### src/rtl/prg_oversize_composer.sv
module prg_oversize_composer #(
  parameter int BANK_W = 8,
  parameter int OUT_W  = 12
) (
  input  logic              cpu_a14,
  input  logic              cpu_a13,
  input  logic [BANK_W-1:0] mmc_bank,
  input  logic              mmc_prg_mode,
  input  logic [7:0]        outer0,
  input  logic [7:0]        outer1,
  input  logic [7:0]        outer3,
  output logic [OUT_W-1:0]  prg_addr
);
  localparam int LOW_W = 4;

  logic gnrom, weird, size32, fix_zero;
  logic [BANK_W-1:0] bank;
  logic [LOW_W-1:0]  low;
  logic a17, a18, a19, a20;
  logic unused_bits;

  assign gnrom    = outer3[4];
  assign weird    = outer3[6];
  assign size32   = outer1[1];
  assign fix_zero = weird & ~mmc_prg_mode & cpu_a14;
  assign bank     = fix_zero ? '0 : mmc_bank;

  assign low = gnrom ? {outer3[3:2], (size32 ? cpu_a14 : outer3[1]), cpu_a13}
                     : bank[LOW_W-1:0];

  assign a17 = outer0[6] ? outer0[0] : bank[4];
  assign a18 = outer1[7] ? outer0[1] : bank[5];
  assign a19 = outer1[6] ? bank[6]   : outer0[2];
  assign a20 = outer1[5] ? bank[7]   : outer1[4];

  assign prg_addr = {outer0[5], outer0[4], outer1[3], outer1[2],
                     a20, a19, a18, a17, low};

  assign unused_bits = ^{outer0[7], outer0[3], outer1[0], outer3[7], outer3[5], outer3[0]};

  always_comb begin
    p_upper_offset_r1: assert (prg_addr[11:8] == {outer0[5:4], outer1[3:2]})
      else $error("upper offset bits mismatch");
    if (outer0[6])
      p_a17_offset_r2: assert (prg_addr[4] == outer0[0]) else $error("A17 offset");
    if (outer1[7])
      p_a18_offset_r3: assert (prg_addr[5] == outer0[1]) else $error("A18 offset");
    if (!outer1[6])
      p_a19_offset_r4: assert (prg_addr[6] == outer0[2]) else $error("A19 offset");
    if (!gnrom && !fix_zero)
      p_mmc3_low_r5: assert (prg_addr[3:0] == mmc_bank[3:0]) else $error("MMC3 low bits");
    if (gnrom)
      p_gnrom_a13_r6: assert (prg_addr[0] == cpu_a13 && prg_addr[3:2] == outer3[3:2])
        else $error("GNROM low bits");
    if (weird && !mmc_prg_mode && cpu_a14 && !gnrom)
      p_weird_zero_r7: assert (prg_addr[3:0] == 4'h0) else $error("weird fixed bank");
  end
endmodule

### config.mk
export PLATFORM = sky130hd
export DESIGN_NAME = prg_oversize_composer
export DESIGN_NICKNAME = d
export VERILOG_FILES = /design/src/rtl/prg_oversize_composer.sv
export SDC_FILE = /design/constraint.sdc
export NUM_CORES = 1
export LEC_CHECK = 0
export ABC_AREA = 1
export BUFFER_PORTS_ARGS = -buffer_cell sky130_fd_sc_hd__buf_2
export CAP_MARGIN = 20
export CORE_AREA = 2 2 39 41
export DETAILED_ROUTE_END_ITERATION = 8
export DIE_AREA = 0 0 41 43
export PLACE_DENSITY = 0.61
export SLEW_MARGIN = 10
export SYNTH_ARGS = -nofsm -noshare
export SYNTH_HDL_FRONTEND = slang
export SYNTH_SLANG_ARGS = --single-unit
export TNS_END_PERCENT = 30
### constraint.sdc
create_clock -name vclk -period 0.8
set_clock_uncertainty 0.05 [all_clocks]
set_input_delay 0.08 -clock vclk [all_inputs]
set_output_delay 0.08 -clock vclk [all_outputs]
set_load 0.01 [all_outputs]
* Yosys cells after proc, flatten, opt, wreduce, memory -nomap -nowiden
Cells that the tools add are included.
** Storage, ports and cells
- Bits in registers :: 0
- Logic and storage cells :: 10
- Input bits :: 35
- Output and inout bits :: 12
** Operators by class
- Mux-type cells :: 7
- Bitwise operators :: 3
** Operator list (number)
- 8-bit two-way mux :: 1
- 1-bit two-way mux :: 5
- 4-bit two-way mux :: 1
- 1-bit bitwise AND :: 2
- 1-bit NOT :: 1

* Logic depth before layout (Yosys ltp)
Gate-level depths: netlist of run 1.
- Word-level depth :: 5
- Depth in mapped cells :: 5
- Gate-level depth less buffers :: 4

* Worst setup path before layout of run 1
Ideal clock, no wire load.
- Path type :: input to output
- Start point :: in mmc_prg_mode
- End point :: out prg_addr[4]
- Stages :: 5
- Buffers on the path :: 1
- Data required time :: 0.670 ns
- Arrival :: 0.474 ns
- Setup slack :: 0.196 ns
- Cells stage by stage :: inv_1 > nand3_4 > nand2_1 > nand2_1 > buf_4
** On the way
- Cells in the longest elaborated chain, start to end :: 5
** Ends and longest elaborated chain
- start, declared :: RTL line 8 : input logic mmc_prg_mode,
- 1-bit NOT :: RTL line 25 : assign fix_zero = weird & ~mmc_prg_mode & cpu_a14;
- 1-bit bitwise AND (2 in series) :: RTL line 25
- 8-bit two-way mux :: RTL line 26 : assign bank = fix_zero ? '0 : mmc_bank;
- 1-bit two-way mux :: RTL line 31 : assign a17 = outer0[6] ? outer0[0] : bank[4];
- end, declared :: RTL line 12 : output logic [OUT_W-1:0] prg_addr
Every way passes these cells.

* Worst setup path in the final report of run 1
- Start point :: in mmc_prg_mode
- End point :: out prg_addr[1]
** On the way
- Cells in the longest elaborated chain, start to end :: 5
** Ends and longest elaborated chain
- 1-bit NOT :: RTL line 25
- 1-bit bitwise AND (2 in series) :: RTL line 25
- 8-bit two-way mux :: RTL line 26
- 4-bit two-way mux :: RTL line 28 : assign low = gnrom ? {outer3[3:2], (size32 ? cpu_a14 : outer3[1]), cpu_a13}
Every way passes these cells.

==> flow_summary.json, run 1 <==
{
  "post_dp_cell_area_um2": 387,
  "multi_input_area_um2": 154,
  "drt-total-wl_um": 638,
  "synth_top_area_share_pct": 37.2,
  "drt-initial-drc-count": 0,
  "setup_viol": 0,
  "total_power_w": 0.000195,
  "cp_max_fo": 8,
  "grt_usage_pct": 6.79,
  "fin_nets": 119,
  "hold_path.class": "in2out",
  "core_um2": 1380,
  "drc_errors": 0,
  "initial_core_util_pct": 19.7,
  "drv_cap": 0,
  "grt_max_degree": 9,
  "ys_top_cells_by_count": "nand2_1, inv_1, buf_4",
  "dr.pass1.iters": 1,
  "final_cell_area_um2": 398,
  "die_h_um": 43,
  "ys_warn_count": 0,
  "p_per_area_nw_per_um2": 491,
  "crit_arrival_ps": 620,
  "cts_resized": 0,
  "place_ws_ps": 30.7,
  "io_pins": 47,
  "status": "finished clean",
  "syn_inst": 58,
  "hold_viol": 0,
  "ff_latch_area_um2": 0,
  "worst-slew-pin-transition_ps": 139,
  "hold_buffers": 0,
  "drive_gt1_share_pct": 46.3,
  "yosysMostFrequentCell": "nand2_1",
  "ant_nets": 0,
  "cp.required_ps": 670,
  "vias": 363,
  "min_from": "outer1[2]",
  "nFlopsAndLatches": 0,
  "place.gp.congestion": 0.655,
  "drv_slew": 0,
  "syn_area_um2": 273,
  "diodes": 0,
  "post-cts-setup-buffers": 0,
  "clock_buffers": 0,
  "antenna_found_initial": 0,
  "rows": 14,
  "syn_avg_cell_area_um2": 4.70,
  "ir_drop_mv": 0.150,
  "finalHoldWorstSlack_ps": 110,
  "yosys-top-cells-area": "nand2_1, buf_4, inv_1",
  "place_hpwl_um": 562,
  "endpoint_kind": "primary output",
  "fin_crit_sh_pct": 93.3,
  "fmax_ghz": 1.34,
  "synth_top_area_cell": "nand2_1",
  "grt_overflow": 0,
  "synthToLayoutAreaGrowth_pct": 45.9,
  "routed_via_density": 3.70,
  "die-area_um2": 1760,
  "wl_per_cell_um": 6.51,
  "worstHoldPathCells": 0,
  "fin_crit_ps": 746,
  "slew-limit-headroom_pct": 90.8,
  "grt_pass1_wl_um": 910,
  "yosysSeqAreaShare_pct": 0,
  "yosysUniqueCellTypes": 8,
  "grt_pass1_vias": 280,
  "start_kind": "input pin",
  "power_leakage_nw": 0.306,
  "nFillCells": 180,
  "setup_slack_ps": 53.7,
  "io_buffers": 33,
  "worstSetupPathType": "in2out",
  "min_to": "prg_addr[8]",
  "grt_setup_unrepaired": "yes",
  "syn-num-nets": 93,
  "final.setup.tns_ps": 0,
  "die_w_um": 41
}
-- metal layers --
layer	global-route usage [%]	vias up	wire [um]
li1	-	202	-
met1	5.70	140	223
met2	14.7	19	336
met3	1.05	2	76
met4	0.667	0	2
met5	0	-	0
-- how the worst max path moves through the flow --
stage | start | to | slack, ps | cells after the start
3_3_place_gp | mmc_prg_mode | prg_addr[2] | 30 | 6
6_report | mmc_prg_mode | prg_addr[1] | 50 | 6
2_1_floorplan | mmc_prg_mode | prg_addr[4] | 200 | 5
3_5_place_dp | mmc_prg_mode | prg_addr[1] | 30 | 6
5_1_grt | mmc_prg_mode | prg_addr[2] | -5 | 6
4_1_cts | mmc_prg_mode | prg_addr[1] | 30 | 6
-- cell type report --
| class | count | share of cell area (%) |
|---|---|---|
| inverters | 14 | 13.2 |
| multi-input cells | 35 | 38.7 |
| well taps | 16 | 5.03 |
| repair buffers | 33 | 43.1 |
-- power breakdown --
group / internal, W / switching [W]
logic: 0.000100 / 0.0000949
registers: 0 / 0
clock network: 0 / 0
total: 0.000100 / 0.0000949
-- worst max-delay path, cell delays in order --
cell	delay, ps
buf_2	100
inv_2	60
nand3_4	120
nand2_2	100
nand2_2	50
buf_6	110
-- metrics by stage --
step / cells / utilization (%)
final: 98 / 28.8
after global routing: 98 / 28.8
after CTS: 98 / 27.9
after detailed placement: 98 / 27.9
after global placement: 98 / 27.9
after floorplan: 58 / -
-- logic make-up after synthesis --
kind of cell	synth area share, %
buf+inv	45.4
simple gates	54.6
-- cell usage in the layout (no fill, tap or decap), drive strengths merged --
cell / n
nand2: 27
nor2: 6
nand3: 2
inv: 14
buf: 33
No activity file was read; power rests on OpenSTA's default activity.
==> run 2, diff against run 1 <==
SETUP_SLACK_MARGIN = 0.2   (was unset)
==> run 2 against run 1 <==
Against the previous run: sequential share of layout area unchanged; utilization up 0.18 points; clock-buffer cell count unchanged; hold slack unchanged; largest power group unchanged; routed wire length down 7.5%.
==> flow_summary.json, run 2 (synthesis gave the netlist of run 1 again) <==
{
  "clock_buffers": 0,
  "io_pins": 47,
  "hold_path.class": "in2out",
  "dr.pass1.iters": 2,
  "slowest_stage": "buf_2",
  "crit_family": "buffers and inverters",
  "fin_crit_sh_pct": 90.7,
  "min_from": "outer0[4]",
  "post-cts-setup-buffers": 0,
  "final_cell_area_um2": 400,
  "drv_cap": 0,
  "nFillCells": 164,
  "layout_commonest_cell": "buf_2",
  "final.setup.tns_ps": 0,
  "drt-initial-drc-count": 1,
  "path_buf_inv": 3,
  "utilization_pct": 28.9,
  "worstPathCellList": "buf_6 > inv_4 > nand3_4 > nand2_1 > nand2_1 > buf_2",
  "status": "finished clean",
  "grt_pass1_vias": 262,
  "diodes": 0,
  "io_buffers": 33,
  "worstHoldPathCells": 0,
  "grt_setup_unrepaired": "yes",
  "slew-limit-headroom_pct": 90.5,
  "place.gp.congestion": 0.644,
  "intPower_w": 0.0000994,
  "endpoint_kind": "primary output",
  "drive_gt1_share_pct": 45.1,
  "initial_core_util_pct": 19.7,
  "ant_nets": 0,
  "swShare_pct": 48.1,
  "grt_pass1_wl_um": 910,
  "drc_errors": 0,
  "drt-total-wl_um": 590,
  "worstSetupPathType": "in2out",
  "nFlopsAndLatches": 0,
  "cp.required_ps": 670,
  "ir_drop_mv": 0.125,
  "power_leakage_nw": 0.307,
  "vias": 359,
  "p_comb_share_pct": 100.0,
  "wl_per_cell_um": 6.02,
  "grt_overflow": 0,
  "die_h_um": 43,
  "crit_arrival_ps": 600,
  "grt_max_degree": 9,
  "fmax_ghz": 1.38,
  "setup_viol": 0,
  "fin_nets": 119,
  "drv_slew": 0,
  "power_frac_seq_pct": 0,
  "switching_power_w": 0.0000922,
  "cp_max_fo": 8,
  "ff_latch_area_um2": 0,
  "grt_usage_pct": 6.79,
  "hold_viol": 0,
  "die-area_um2": 1760,
  "post_dp_cell_area_um2": 387,
  "layout_common_cells": "buf_2, nand2_1, inv_1, nor2_1",
  "p_per_area_nw_per_um2": 479,
  "rows": 14,
  "p_clk_share_pct": 0,
  "worst-slew-pin-transition_ps": 142,
  "synthToLayoutAreaGrowth_pct": 46.8,
  "min_to": "prg_addr[10]",
  "routed_via_density": 3.66,
  "antenna_found_initial": 0,
  "worst_path_most_repeated_cell": "nand2_1",
  "start_kind": "input pin",
  "core_um2": 1380,
  "fin_crit_ps": 725,
  "die_w_um": 41,
  "max_stage_delay_ps": 130
}
-- run 2: worst max path at each step --
stage	startpoint	end	slack, ps	depth (start not counted)
2_1_floorplan	mmc_prg_mode	prg_addr[4]	220	5
3_3_place_gp	mmc_prg_mode	prg_addr[5]	50	6
3_5_place_dp	mmc_prg_mode	prg_addr[4]	50	6
4_1_cts	mmc_prg_mode	prg_addr[3]	60	6
5_1_grt	mmc_prg_mode	prg_addr[2]	4	6
6_report	mmc_prg_mode	prg_addr[3]	70	6
-- run 2: repair_timing --
item                       4_1_cts  5_1_grt
resized for setup                4        0
pin swaps                        3        0
gates cloned                     0        0
hold endpoints to repair         0        0
setup endpoints to repair        8        8
hold buffers                     0        0
-- run 2: layout make-up --
cell class / count / area, um^2 / share of cell area (%)
repair buffers: 33 / 174 / 43.4
multi-input cells: 35 / 151 / 37.8
inverters: 14 / 55.1 / 13.7
well taps: 16 / 20.0 / 5.00
-- run 2: stage by stage --
step | std cells | power [W] | hold slack, ps | worst slack (ps)
final | 98 | 0.000192 | 110 | 74.7
after global routing | 98 | 0.000223 | 110 | 4.01
after CTS | 98 | 0.000196 | 110 | 61.0
after detailed placement | 98 | 0.000187 | 110 | 51.1
after global placement | 98 | 0.000184 | 110 | 50.5
after floorplan | 58 | 0.000134 | 202 | 221
-- run 2: routing by layer --
layer  track usage (%)  wire length [um]
met1              9.18               234
met5                 0                 0
met4             0.667                 0
met2              11.6               275
met3             0.524                80
-- run 2: power groups by stage --
stage | Combinational (W) | Sequential [W] | Clock [W]
final | 0.000192 | 0 | 0
after global routing | 0.000223 | 0 | 0
after CTS | 0.000196 | 0 | 0
after detailed placement | 0.000187 | 0 | 0
after global placement | 0.000184 | 0 | 0
after floorplan | 0.000134 | 0 | 0
